--- config.mk ---
export PLATFORM = sky130hd
export DESIGN_NAME = recov_seq
export DESIGN_NICKNAME = d
export VERILOG_FILES = /design/src/rtl/recov_pkg.sv /design/src/rtl/recov_tick.sv /design/src/rtl/recov_prog.sv /design/src/rtl/recov_fsm.sv /design/src/rtl/recov_seq.sv
export SDC_FILE = /design/constraint.sdc
export NUM_CORES = 1
export LEC_CHECK = 0
export CAP_MARGIN = 5
export CORE_ASPECT_RATIO = 1.5
export CORE_MARGIN = 1.5
export CORE_UTILIZATION = 29
export DETAILED_ROUTE_END_ITERATION = 10
export PLACE_DENSITY_LB_ADDON = 0.2
export REMOVE_ABC_BUFFERS = 1
export SKIP_LAST_GASP = 1
export SYNTH_ARGS = -nofsm -noshare
export SYNTH_HDL_FRONTEND = slang
export SYNTH_SLANG_ARGS = --single-unit
--- constraint.sdc ---
create_clock -name clk -period 8.1 [get_ports clk]
set_clock_uncertainty 0.15 [all_clocks]
set_input_delay 1.62 -clock clk [delete_from_list [all_inputs] [get_ports clk]]
set_output_delay 1.62 -clock clk [all_outputs]
set_load 0.02 [all_outputs]
--- src/rtl/recov_pkg.sv ---
package recov_pkg;
    typedef enum logic [1:0] {
        K_IDLE   = 2'd0,
        K_DUMMY  = 2'd1,
        K_START  = 2'd2,
        K_FINISH = 2'd3
    } rk_e;

    localparam logic [1:0] MODE_A    = 2'b00;
    localparam logic [1:0] MODE_B    = 2'b01;
    localparam logic [1:0] MODE_C    = 2'b10;
    localparam logic [1:0] MODE_NONE = 2'b11;
endpackage

--- src/rtl/recov_tick.sv ---
module recov_tick #(
    parameter int DIV = 4
) (
    input  logic clk,
    input  logic rst_n,
    input  logic en,
    output logic tick
);
    localparam int W = (DIV > 1) ? $clog2(DIV) : 1;
    localparam logic [W-1:0] LAST = W'(DIV - 1);

    logic [W-1:0] cnt;

    assign tick = en && (cnt == LAST);

    always_ff @(posedge clk) begin
        if (!rst_n || !en || tick) begin
            cnt <= '0;
        end else begin
            cnt <= cnt + W'(1);
        end
    end
endmodule

--- src/rtl/recov_prog.sv ---
module recov_prog
    import recov_pkg::*;
#(
    parameter int A_CLOCKS = 14,
    parameter int B_CLOCKS = 9,
    parameter int C_STARTS = 9,
    parameter int CW       = 4
) (
    input  logic [1:0]    mode,
    input  logic [1:0]    seg,
    output rk_e           cur_kind,
    output logic [CW-1:0] cur_cnt,
    output rk_e           nxt_kind
);
    typedef struct packed {
        rk_e           kind;
        logic [CW-1:0] cnt;
    } ent_t;

    function automatic ent_t lookup(input logic [1:0] m, input logic [1:0] s);
        ent_t e;
        e.kind = K_FINISH;
        e.cnt  = CW'(1);
        unique case (m)
            MODE_A: begin
                if (s == 2'd0) begin
                    e.kind = K_DUMMY;
                    e.cnt  = CW'(A_CLOCKS);
                end else if (s == 2'd1) begin
                    e.kind = K_START;
                    e.cnt  = CW'(2);
                end
            end
            MODE_B: begin
                if (s == 2'd0 || s == 2'd2) begin
                    e.kind = K_START;
                end else if (s == 2'd1) begin
                    e.kind = K_DUMMY;
                    e.cnt  = CW'(B_CLOCKS);
                end
            end
            MODE_C: begin
                if (s == 2'd0) begin
                    e.kind = K_START;
                    e.cnt  = CW'(C_STARTS);
                end
            end
            default: begin
                e.kind = K_FINISH;
            end
        endcase
        return e;
    endfunction

    ent_t cur_e;
    ent_t nxt_e;

    always_comb begin
        cur_e = lookup(mode, seg);
        nxt_e = lookup(mode, seg + 2'd1);
    end

    assign cur_kind = cur_e.kind;
    assign cur_cnt  = cur_e.cnt;
    assign nxt_kind = nxt_e.kind;
endmodule

--- src/rtl/recov_fsm.sv ---
module recov_fsm
    import recov_pkg::*;
#(
    parameter int CW = 4
) (
    input  logic          clk,
    input  logic          rst_n,
    input  logic          start_i,
    input  logic [1:0]    mode_i,
    input  logic          tick,
    input  rk_e           cur_kind,
    input  logic [CW-1:0] cur_cnt,
    input  rk_e           nxt_kind,
    output logic [1:0]    mode_sel,
    output logic [1:0]    seg,
    output logic          busy,
    output logic          accept,
    output logic          is_dummy,
    output logic          scl_oe,
    output logic          sda_oe,
    output logic          done
);
    rk_e           state, state_n;
    logic [1:0]    q, q_n;
    logic [CW-1:0] ops, ops_n;
    logic [1:0]    seg_n;
    logic [1:0]    mode_r, mode_n;
    logic          done_n;
    logic          q_last, op_last;

    assign busy     = (state != K_IDLE);
    assign is_dummy = (state == K_DUMMY);
    assign accept   = (state == K_IDLE) && start_i && (mode_i != MODE_NONE);
    assign mode_sel = (state == K_IDLE) ? mode_i : mode_r;
    assign q_last   = (state == K_FINISH) ? (q == 2'd1) : (q == 2'd3);
    assign op_last  = (ops == cur_cnt - CW'(1));

    always_comb begin
        state_n = state;
        q_n     = q;
        ops_n   = ops;
        seg_n   = seg;
        mode_n  = mode_r;
        done_n  = 1'b0;
        unique case (state)
            K_IDLE: begin
                if (accept) begin
                    state_n = cur_kind;
                    mode_n  = mode_i;
                    q_n     = 2'd0;
                    ops_n   = '0;
                    seg_n   = 2'd0;
                end
            end
            K_DUMMY, K_START: begin
                if (tick) begin
                    if (!q_last) begin
                        q_n = q + 2'd1;
                    end else begin
                        q_n = 2'd0;
                        if (!op_last) begin
                            ops_n = ops + CW'(1);
                        end else begin
                            ops_n   = '0;
                            seg_n   = seg + 2'd1;
                            state_n = nxt_kind;
                        end
                    end
                end
            end
            K_FINISH: begin
                if (tick) begin
                    if (!q_last) begin
                        q_n = q + 2'd1;
                    end else begin
                        state_n = K_IDLE;
                        q_n     = 2'd0;
                        seg_n   = 2'd0;
                        done_n  = 1'b1;
                    end
                end
            end
        endcase
    end

    always_ff @(posedge clk) begin
        if (!rst_n) begin
            state  <= K_IDLE;
            q      <= 2'd0;
            ops    <= '0;
            seg    <= 2'd0;
            mode_r <= MODE_A;
            done   <= 1'b0;
        end else begin
            state  <= state_n;
            q      <= q_n;
            ops    <= ops_n;
            seg    <= seg_n;
            mode_r <= mode_n;
            done   <= done_n;
        end
    end

    always_comb begin
        scl_oe = 1'b0;
        sda_oe = 1'b0;
        unique case (state)
            K_IDLE: begin
                scl_oe = 1'b0;
                sda_oe = 1'b0;
            end
            K_DUMMY: begin
                scl_oe = (q == 2'd0) || (q == 2'd3);
                sda_oe = 1'b0;
            end
            K_START: begin
                scl_oe = (q == 2'd0) || (q == 2'd3);
                sda_oe = q[1];
            end
            K_FINISH: begin
                scl_oe = 1'b0;
                sda_oe = (q == 2'd0);
            end
        endcase
    end
endmodule

--- src/rtl/recov_seq.sv ---
module recov_seq
    import recov_pkg::*;
#(
    parameter int DIV      = 4,
    parameter int A_CLOCKS = 14,
    parameter int B_CLOCKS = 9,
    parameter int C_STARTS = 9
) (
    input  logic       clk,
    input  logic       rst_n,
    input  logic       start_i,
    input  logic [1:0] mode_i,
    output logic       scl_oe_o,
    output logic       sda_oe_o,
    output logic       done_o
);
    localparam int MAX_AB = (A_CLOCKS > B_CLOCKS) ? A_CLOCKS : B_CLOCKS;
    localparam int MAX_N  = (MAX_AB > C_STARTS) ? MAX_AB : C_STARTS;
    localparam int CW     = $clog2(MAX_N + 1);

    logic          tick;
    logic          busy;
    logic          accept;
    logic          is_dummy;
    logic [1:0]    mode_sel;
    logic [1:0]    seg;
    rk_e           cur_kind;
    rk_e           nxt_kind;
    logic [CW-1:0] cur_cnt;

    recov_tick #(.DIV(DIV)) u_tick (
        .clk  (clk),
        .rst_n(rst_n),
        .en   (busy),
        .tick (tick)
    );

    recov_prog #(
        .A_CLOCKS(A_CLOCKS),
        .B_CLOCKS(B_CLOCKS),
        .C_STARTS(C_STARTS),
        .CW      (CW)
    ) u_prog (
        .mode    (mode_sel),
        .seg     (seg),
        .cur_kind(cur_kind),
        .cur_cnt (cur_cnt),
        .nxt_kind(nxt_kind)
    );

    recov_fsm #(.CW(CW)) u_fsm (
        .clk     (clk),
        .rst_n   (rst_n),
        .start_i (start_i),
        .mode_i  (mode_i),
        .tick    (tick),
        .cur_kind(cur_kind),
        .cur_cnt (cur_cnt),
        .nxt_kind(nxt_kind),
        .mode_sel(mode_sel),
        .seg     (seg),
        .busy    (busy),
        .accept  (accept),
        .is_dummy(is_dummy),
        .scl_oe  (scl_oe_o),
        .sda_oe  (sda_oe_o),
        .done    (done_o)
    );
endmodule

After elaboration in Yosys (flattened, before gate mapping)
Cells that the tools add are included.
Storage, ports and cells
  register bits after elaboration: 15
  bits in latches: 0
  memory bits (writable): 0
  ROM bits: 0
  input port bits: 5
  output and inout bits: 3
  memories: 0
Operators by class
  $add $sub $neg: 5
  $mul: 0
  div/mod/pow operators: 0
  $lt $le $gt $ge: 0
  equality and inequality tests: 21
  shift-type cells: 0
  multiplexer cells: 39
  bitwise gates (word level): 0
  reductions and logical operators: 26
Operator list (number)
  2-bit two-way mux: 15
  6-bit two-way mux: 4
  2-bit one-hot mux with 3 select lines: 4
  4-bit two-way mux: 5
  5-bit two-way mux: 4
  2-bit equality test, second input constant: 7
  4-bit one-hot mux with 3 select lines: 1
  2-bit by 1-bit equality test with 1-bit output, second input constant: 5
  2-bit zero test: 5
  2-bit by 1-bit inequality test with 1-bit output, second input constant: 5
  4-bit one-hot mux with 2 select lines: 1
  2-bit by 1-bit adder with 2-bit output, second input constant: 3
  2-bit inequality test, second input constant: 3
  6-bit AND reduction: 1
  2-bit OR reduction: 3
  1-bit logical OR: 5
  4-bit by 1-bit adder with 4-bit output, second input constant: 1
  4-bit equality test: 1
  2-bit one-hot mux with 2 select lines: 1
  2-bit AND reduction: 2
  4-bit AND reduction: 1
  2-bit nonzero test: 2
  4-bit by 1-bit subtractor with 4-bit output, second input constant: 1
  1-bit logical AND: 3
  other kinds (6): 8

Depth between registers and ports, before layout
Gate-level depths: netlist of the first run.
  word-level depth: 10
  mapped depth: 15

Hierarchy
Synthesis of the first run repeated with hierarchy kept, for this count alone.
Second synthesis, totals
  cells, all modules: 146
  area, all modules: 1214.9 µm²
Modules (own cells, without submodules)
  recov_fsm: instances 1, cells an instance 110, area an instance 914.6 µm², seq. area each 260.2 µm²
  recov_prog: instances 1, cells an instance 30, area an instance 216.5 µm², seq. area each 0.0 µm²
  recov_tick: instances 1, cells an instance 6, area an instance 83.8 µm², seq. area each 40.0 µm²

Worst setup path after synthesis of the first run
OpenSTA, ideal clock, no wires.
  path kind: input-to-reg
  start: in mode_i[0]
  end: reg u_fsm.state[1]
  library setup time: 72 ps
  arrival: 3695 ps
  setup slack: 4183 ps
  stages: 12
  path buffers: 0
  cells stage by stage: mux2_2 > inv_1 > ha_1 > o21ai_1 > or2_2 > ha_1 > xor2_1 > nand2b_1 > mux2i_1 > nand4_1 > o2bb2ai_4 > mux2i_1
On the way
  longest elaborated chain between the ends: 7
  elaborated cells on any way between the ends: 19
RTL lines
  start: declaration: RTL line recov_seq.sv:12  | input logic [1:0] mode_i,
  2-bit two-way mux: RTL line recov_fsm.sv:34  | assign mode_sel = (state == K_IDLE) ? mode_i : mode_r;
  2-bit equality test (tied with other cells): RTL line recov_prog.sv:24  | unique case (m)
  4-bit one-hot mux with 3 select lines or 2-bit one-hot mux with 3 select lines (tied branches): RTL line recov_prog.sv:24
  4-bit by 1-bit subtractor with 4-bit output or 2-bit two-way mux (tied branches): RTL line recov_fsm.sv:36, recov_fsm.sv:61
  4-bit equality test or 2-bit two-way mux (tied branches): RTL line recov_fsm.sv:36, recov_fsm.sv:57
  2-bit by 1-bit inequality test with 1-bit output (no line) or 2-bit two-way mux (tied branches)
  6-bit AND reduction (no line) or 2-bit one-hot mux with 3 select lines (tied branches)
  end signal: assignment: RTL line recov_fsm.sv:95  | state <= state_n;
  end: declaration: RTL line recov_fsm.sv:23  | rk_e state, state_n;
Several ways; a longest one is shown, not always the timed one. The select of a mux whose other input is x is not followed.
A chain may end at the register's enable or synchronous reset.

Final worst setup path of the first run
  start: in mode_i[1]
  end: reg u_fsm.state[1]
Same word-level chain as after synthesis.

==> tab_implementation.tex, run 1 <==
\begin{tabular}{lr}
\hline
Metric & Value \\
\hline
\multicolumn{2}{l}{\textbf{Yosys}} \\
Cell taking the most area after synthesis & sky130\_fd\_sc\_hd\_\_dfxtp\_1 \\
Number of distinct library cells after synthesis & 46 \\
Top post-synthesis cells by area & sky130\_fd\_sc\_hd\_\_dfxtp\_1, sky130\_fd\_sc\_hd\_\_ha\_1, sky130\_fd\_sc\_hd\_\_nand2\_1, sky130\_fd\_sc\_hd\_\_mux2i\_1, sky130\_fd\_sc\_hd\_\_inv\_1 \\
Yosys top cell area share & 23.6\% \\
Synth top cells by count & sky130\_fd\_sc\_hd\_\_ha\_1, sky130\_fd\_sc\_hd\_\_nand2\_1, sky130\_fd\_sc\_hd\_\_dfxtp\_1 \\
Synth async-reset ratio & 0\% \\
EDFF count, synth & 0 \\
Share of the synthesized area in compound gates (AO/OA/AOI/OAI) & 18.7\% \\
Proportion of synthesized chip area in sequential cells & 23.6\% \\
Total number of yosys warnings & 0 \\
Synth Instances & 150 \\
Register bit total from synthesis & 15 \\
Adder and majority cell fraction of the synthesized area & 17.7\% \\
Mux contribution to synthesized area & 6.48\% \\
Synth Flop Type & sky130\_fd\_sc\_hd\_\_dfxtp\_1 \\
Mean area per synthesized cell & 8.49 um\^{}2 \\
Basic-gate share of the synthesized area counting and, or, nand and nor cells & 24.9\% \\
Main combinational cell family by area after synthesis & simple AND/OR/NAND/NOR gates \\
Synthesized area & 1270 um\^{}2 \\
Synthesized-area fraction occupied by xor and xnor cells & 3.34\% \\
\multicolumn{2}{l}{\textbf{GRT}} \\
First-pass GRT wire length & 5220 um \\
Leftover overflow at the end of global routing & 0 \\
Antenna violations before repair & 0 \\
All-Layer GR Usage & 13.9\% \\
Maximum number of pins on one net before global-route repair & 20 \\
Vias in the first global route & 1143 \\
\multicolumn{2}{l}{\textbf{Place}} \\
DP Wirelength & 2200 um \\
DP Worst Slack & 3.38 ns \\
Port-buffer cells & 7 \\
Number of cells after detailed placement & 198 \\
Gpl congestion & 0.789 \\
\multicolumn{2}{l}{\textbf{Detailed routing}} \\
DRC violation count after routing & 0 \\
WL per Instance & 14.1 um \\
Number of nets with antenna violations after detailed routing & 0 \\
Routed Wire Length & 2850 um \\
Count of routing violations after the opening detailed-route iteration & 40 \\
Total number of vias & 1093 \\
First-pass iteration count of the detailed router & 4 \\
Average via count per standard cell & 5.41 \\
\multicolumn{2}{l}{\textbf{Critical path}} \\
Critical path start-end classification & input port to register \\
Startpoint of the most critical register-to-register path & u\_fsm.state[0]\$\_SDFFE\_PN0P\_ \\
Critical Path Fanout Max & 8 \\
Critical path startpoint category & input port \\
Crit path arrival time & 4.50 ns \\
CP Data Required Time & 8.12 ns \\
Type of element capturing the critical path & register \\
Launch point of the critical path & mode\_i[1] \\
\multicolumn{2}{l}{\textbf{Worst hold path}} \\
Min-delay src & u\_tick.cnt[0]\$\_SDFF\_PP0\_ \\
HP Class & register to register \\
\multicolumn{2}{l}{\textbf{Timing}} \\
Final clock period utilization by the worst path & 55.3\% \\
Worst-Margin Slew & 0.665 ns \\
Setup Total Neg Slack & 0 ns \\
Shortest clock period the worst path allows after layout & 4.48 ns \\
RSZ-0062 raised after global routing & no \\
Fmax & 0.223 GHz \\
Final setup margin & 3.62 ns \\
Total count of max-transition violations in the final report & 0 \\
Remaining max-slew budget at the tightest pin & 55.5\% \\
Number of hold violations in the final report & 0 \\
Final Setup Violations & 0 \\
\multicolumn{2}{l}{\textbf{Power and ir drop}} \\
Switching share of power & 43.7\% \\
Static Leak & 0.592 nW \\
Switch Pwr & 0.167 mW \\
Pint & 0.216 mW \\
Combinational power share & 59.2\% \\
Sequential Power Share & 24.8\% \\
Worst vdd ir & 135 uV \\
Power per cell area & 269 nW/um\^{}2 \\
Clock share of power & 15.9\% \\
Total Power & 0.383 mW \\
\multicolumn{2}{l}{\textbf{Outcome}} \\
Run status & completed \\
\multicolumn{2}{l}{\textbf{CTS}} \\
Clock slew at reported path FFs & 0.06 ns \\
Number of buffers inserted for hold repair after clock tree synthesis & 0 \\
Number of H-tree levels & 1 \\
Clock tree from TritonCTS & built \\
Sink Count & 15 \\
Cts bufs inserted & 3 \\
Buffer cell driving the clock tree root & sky130\_fd\_sc\_hd\_\_clkbuf\_8 \\
\# Post-CTS Setup Buffers & 0 \\
Later-pin clock latency in the skew report & 0.25 ns \\
Clock Path Buffers & 2 \\
Number of gates resized after cts & 0 \\
\multicolumn{2}{l}{\textbf{Die}} \\
Floorplan Core Area & 4210 um\^{}2 \\
Width of the die & 57.1 um \\
Std cell rows & 29 \\
I/O pin total & 8 \\
Die area & 4810 um\^{}2 \\
Starting utilization of the core area & 30.3\% \\
Vert. Die Dim & 84.2 um \\
\multicolumn{2}{l}{\textbf{Final layout}} \\
Net count of the finished layout & 180 \\
Number of antenna repair diodes & 0 \\
Layout Cells excl Fill & 202 \\
Area added between synthesis and finish & 11.8\% \\
Fraction of layout cells with a size suffix above 1 & 8.97\% \\
FILL cells & 447 \\
\multicolumn{2}{l}{\textbf{Run}} \\
Max-cap violation count & 0 \\
\hline
\end{tabular}
-- metrics by stage --
step	utilization, %	hold slack (ns)	cell area [um^2]
floorplan	-	0.258	1250
global placement	32.7	0.267	1380
detailed placement	32.7	0.277	1380
CTS	33.8	0.287	1420
global route	33.8	0.315	1420
finish	33.8	0.280	1420
-- layout by cell type, fill, tap and decap left out, types with 2 or more instances in the layout --
cell type	instances
sky130_fd_sc_hd__nand2_1	18
sky130_fd_sc_hd__ha_1	18
sky130_fd_sc_hd__dfxtp_1	15
sky130_fd_sc_hd__inv_1	12
sky130_fd_sc_hd__nand3_1	8
sky130_fd_sc_hd__nor2_1	8
sky130_fd_sc_hd__clkdlybuf4s50_1	7
sky130_fd_sc_hd__mux2i_1	6
sky130_fd_sc_hd__nor3_1	5
sky130_fd_sc_hd__nor3b_1	3
sky130_fd_sc_hd__nor2b_1	3
sky130_fd_sc_hd__nand4_1	3
sky130_fd_sc_hd__a21boi_1	3
sky130_fd_sc_hd__o211ai_1	3
sky130_fd_sc_hd__clkbuf_8	3
sky130_fd_sc_hd__and2_1	2
sky130_fd_sc_hd__and3_1	2
sky130_fd_sc_hd__mux2_2	2
sky130_fd_sc_hd__a21oi_1	2
sky130_fd_sc_hd__nand2b_1	2
sky130_fd_sc_hd__xor2_1	2
sky130_fd_sc_hd__o221ai_1	2
sky130_fd_sc_hd__o221a_2	2
sky130_fd_sc_hd__o22ai_1	2
sky130_fd_sc_hd__o21a_1	2
-- per-layer routing --
layer / up-vias / share of wire (%) / global-route usage (%)
met5: - / 0 / 0
met4: 0 / 2.1 / 7.19
met3: 4 / 2.4 / 2.16
met2: 12 / 51 / 23.5
met1: 528 / 45 / 16.7
li1: 549 / - / -
-- sequential cells by signal (all words and copies together), names as in the netlist --
name	flops
u_fsm.ops	4
u_fsm.state	2
u_fsm.mode_r	2
u_fsm.done	1
u_fsm.seg	2
u_tick.cnt	2
u_fsm.q	2
-- critical path, cell delays in order --
cell and delay [ns]:
sky130_fd_sc_hd__clkdlybuf4s50_1 0.55, sky130_fd_sc_hd__mux2_2 0.35, sky130_fd_sc_hd__inv_1 0.08, sky130_fd_sc_hd__ha_1 0.18
sky130_fd_sc_hd__o21ai_1 0.10, sky130_fd_sc_hd__or2_2 0.28, sky130_fd_sc_hd__ha_1 0.29, sky130_fd_sc_hd__xor2_1 0.19
sky130_fd_sc_hd__nand2b_1 0.07, sky130_fd_sc_hd__mux2i_1 0.17, sky130_fd_sc_hd__nand4_1 0.15, sky130_fd_sc_hd__o2bb2ai_4 0.25
sky130_fd_sc_hd__mux2i_1 0.21
-- cell type report --
cell class / instances / area [um^2] / share of cell area (%)
Clock inverter: 1 / 5.00 / 0.351
Sequential cell: 15 / 300 / 21.1
Clock buffer: 3 / 41.3 / 2.90
Timing Repair Buffer: 7 / 70.1 / 4.92
Multi-Input combinational cell: 118 / 905 / 63.5
Tap cell: 46 / 57.6 / 4.04
Inverter: 12 / 45.0 / 3.16
-- kinds of logic (layout without fill, tap and decap cells) --
group / Yosys count / in the layout
compound gates: 28 / 28
flops: 15 / 15
xor+xnor: 3 / 3
mux: 8 / 8
simple gates: 61 / 61
fa+ha+maj: 18 / 18
buf+inv: 17 / 23
-- power by group through the flow --
stage               Combinational [mW]  Clock [mW]  Sequential [mW]
global route                     0.257      0.0683           0.0968
floorplan                        0.179           0           0.0936
CTS                              0.229      0.0641           0.0951
detailed placement               0.228           0           0.0967
global placement                 0.225           0           0.0962
finish                           0.227      0.0610           0.0951
-- path summary, 6_finish.rpt --
check                                end  slack [ns]  cells after the start
min reg2reg     u_tick.cnt[0]$_SDFF_PP0_        0.28                      1
max reg2reg  u_fsm.state[1]$_SDFFE_PN0P_        4.58                     14
max          u_fsm.state[1]$_SDFFE_PN0P_        3.62                     13
min             u_tick.cnt[0]$_SDFF_PP0_        0.28                      1
Power figures use the tool's default switching activity.
==> inputs of run 2 (changes only) <==
Clock period 8.1 ns to 4.05 ns, I/O delays scaled along.
==> tab_implementation.tex, run 2 (synthesis gave the netlist of run 1 again) <==
\begin{tabular}{lr}
\hline
Metric & Value \\
\hline
\multicolumn{2}{l}{\textbf{Outcome}} \\
Run status & completed \\
\multicolumn{2}{l}{\textbf{Place}} \\
Gpl congestion & 0.785 \\
Port-buffer cells & 7 \\
DP Wirelength & 2280 um \\
Number of cells after detailed placement & 201 \\
\multicolumn{2}{l}{\textbf{Worst hold path}} \\
HP Class & register to register \\
Worst hold path depth & 1 \\
\multicolumn{2}{l}{\textbf{Timing}} \\
Setup Total Neg Slack & 0 ns \\
Remaining max-slew budget at the tightest pin & 56.0\% \\
Final clock period utilization by the worst path & 85.5\% \\
Fmax & 0.289 GHz \\
Number of hold violations in the final report & 0 \\
RSZ-0062 raised after global routing & no \\
Final Setup Violations & 0 \\
Total count of max-transition violations in the final report & 0 \\
Shortest clock period the worst path allows after layout & 3.46 ns \\
Worst-Margin Slew & 0.657 ns \\
\multicolumn{2}{l}{\textbf{GRT}} \\
First-pass GRT wire length & 5020 um \\
Antenna violations before repair & 0 \\
Vias in the first global route & 1171 \\
All-Layer GR Usage & 12.8\% \\
Maximum number of pins on one net before global-route repair & 20 \\
Leftover overflow at the end of global routing & 0 \\
\multicolumn{2}{l}{\textbf{Die}} \\
Std cell rows & 29 \\
Starting utilization of the core area & 30.3\% \\
Die area & 4810 um\^{}2 \\
Vert. Die Dim & 84.2 um \\
Width of the die & 57.1 um \\
Floorplan Core Area & 4210 um\^{}2 \\
I/O pin total & 8 \\
\multicolumn{2}{l}{\textbf{Power and ir drop}} \\
Power per cell area & 530 nW/um\^{}2 \\
Combinational power share & 59.1\% \\
Sequential Power Share & 24.9\% \\
Static Leak & 0.604 nW \\
Total Power & 0.767 mW \\
Pint & 0.438 mW \\
Switch Pwr & 0.329 mW \\
Worst vdd ir & 189 uV \\
Switching share of power & 42.9\% \\
Clock share of power & 16.0\% \\
\multicolumn{2}{l}{\textbf{Final layout}} \\
Layout Cells excl Fill & 205 \\
Net count of the finished layout & 183 \\
Multi-input gate area in the final layout & 905 um\^{}2 \\
Number of flip-flops in the largest register & 4 \\
Sequential cell area & 300 um\^{}2 \\
Number of antenna repair diodes & 0 \\
Fraction of layout cells with a size suffix above 1 & 10.1\% \\
FILL cells & 453 \\
Area added between synthesis and finish & 13.5\% \\
Most used cells in the layout excluding fill and tap cells & sky130\_fd\_sc\_hd\_\_nand2\_1, sky130\_fd\_sc\_hd\_\_ha\_1, sky130\_fd\_sc\_hd\_\_dfxtp\_1 \\
Register with the most flip-flops & u\_fsm.ops \\
\multicolumn{2}{l}{\textbf{Critical path}} \\
Crit path arrival time & 3.49 ns \\
CP Data Required Time & 4.08 ns \\
Kind of cell adding the most delay to the critical path & multiplexers \\
Cells along the critical path & clkdlybuf4s50\_1 > mux2\_2 > inv\_1 > ha\_1 > o21ai\_1 > or2\_2 > ha\_1 > xor2\_1 > nand2b\_1 > mux2i\_1 > nand4\_1 > o2bb2ai\_4 > mux2i\_1 \\
Critical Path Fanout Max & 4 \\
Critical path start-end classification & input port to register \\
Type of element capturing the critical path & register \\
Critical path startpoint category & input port \\
Standard cell with the maximum stage delay on the critical path & sky130\_fd\_sc\_hd\_\_clkdlybuf4s50\_1 \\
Worst path max stage delay & 0.41 ns \\
Buf/Inv on CP & 2 \\
Reg2Reg Depth & 14 \\
Reg2Reg Setup Slack & 0.85 ns \\
Logic depth of the worst setup path including buffers & 13 \\
\multicolumn{2}{l}{\textbf{CTS}} \\
Number of gates resized after cts & 0 \\
\# Post-CTS Setup Buffers & 0 \\
Later-pin clock latency in the skew report & 0.25 ns \\
Clock tree from TritonCTS & built \\
Cts bufs inserted & 3 \\
Sink Count & 15 \\
Buffer cell driving the clock tree root & sky130\_fd\_sc\_hd\_\_clkbuf\_8 \\
Number of buffers inserted for hold repair after clock tree synthesis & 0 \\
Clock Path Buffers & 2 \\
Clock slew at reported path FFs & 0.06 ns \\
Number of H-tree levels & 1 \\
\multicolumn{2}{l}{\textbf{Detailed routing}} \\
Routed Wire Length & 2790 um \\
DRC violation count after routing & 0 \\
Average via count per standard cell & 5.33 \\
Number of nets with antenna violations after detailed routing & 0 \\
Count of routing violations after the opening detailed-route iteration & 13 \\
Total number of vias & 1093 \\
WL per Instance & 13.6 um \\
First-pass iteration count of the detailed router & 4 \\
\multicolumn{2}{l}{\textbf{Run}} \\
Max-cap violation count & 0 \\
\hline
\end{tabular}
-- run 2: cell count changes in the layout (fill, tap and decap cells not counted) --
cell,before,now
sky130_fd_sc_hd__buf_4,0,3
sky130_fd_sc_hd__clkbuf_1,0,1
sky130_fd_sc_hd__clkinv_2,1,0
-- run 2: area by class of cell --
class | instances | share of cell area, %
multi-input combinational | 118 | 62.6
sequential | 15 | 20.8
timing repair buffer | 10 | 6.41
tap | 46 | 3.98
clock buffer | 4 | 3.12
inverter | 12 | 3.12
-- run 2: worst register-to-register path: stages (launching register included) --
cell	delay, ns
sky130_fd_sc_hd__dfxtp_1	0.33
sky130_fd_sc_hd__inv_1	0.08
sky130_fd_sc_hd__ha_1	0.23
sky130_fd_sc_hd__mux2_2	0.37
sky130_fd_sc_hd__inv_1	0.08
sky130_fd_sc_hd__ha_1	0.18
sky130_fd_sc_hd__o21ai_1	0.10
sky130_fd_sc_hd__or2_2	0.29
sky130_fd_sc_hd__ha_1	0.29
sky130_fd_sc_hd__xor2_1	0.19
sky130_fd_sc_hd__nand2b_1	0.08
sky130_fd_sc_hd__mux2i_1	0.17
sky130_fd_sc_hd__nand4_1	0.15
sky130_fd_sc_hd__o2bb2ai_4	0.25
sky130_fd_sc_hd__mux2i_1	0.21
-- run 2: power by group through the flow --
stage | clock network (mW) | registers (mW) | logic [mW]
2_1_floorplan | 0 | 0.187 | 0.359
3_3_place_gp | 0 | 0.193 | 0.457
3_5_place_dp | 0 | 0.194 | 0.458
4_1_cts | 0.126 | 0.191 | 0.461
5_1_grt | 0.133 | 0.194 | 0.507
6_report | 0.123 | 0.191 | 0.453
-- run 2: per-layer routing --
layer	global-route usage (%)	vias up	share of wire, %
li1	-	554	-
met1	14.2	529	44
met2	24.0	8	53
met3	1.85	2	1.5
met4	4.23	0	0.83
met5	0	-	0
-- run 2: final timing paths --
kind / start / to
hold / removal: u_tick.cnt[0]$_SDFF_PP0_ / u_tick.cnt[0]$_SDFF_PP0_
setup reg to reg: u_fsm.state[0]$_SDFFE_PN0P_ / u_fsm.state[1]$_SDFFE_PN0P_
hold reg to reg: u_tick.cnt[0]$_SDFF_PP0_ / u_tick.cnt[0]$_SDFF_PP0_
setup / recovery: mode_i[0] / u_fsm.state[1]$_SDFFE_PN0P_
-- run 2: metrics by stage --
stage,utilization (%),cell area (um^2),setup WS (ns),hold slack (ns)
after floorplan,-,1250,0.902,0.258
after global placement,33.3,1400,0.362,0.269
after detailed placement,33.3,1400,0.319,0.287
after CTS,34.3,1450,0.554,0.296
after global routing,34.3,1450,0.410,0.318
final,34.3,1450,0.587,0.286
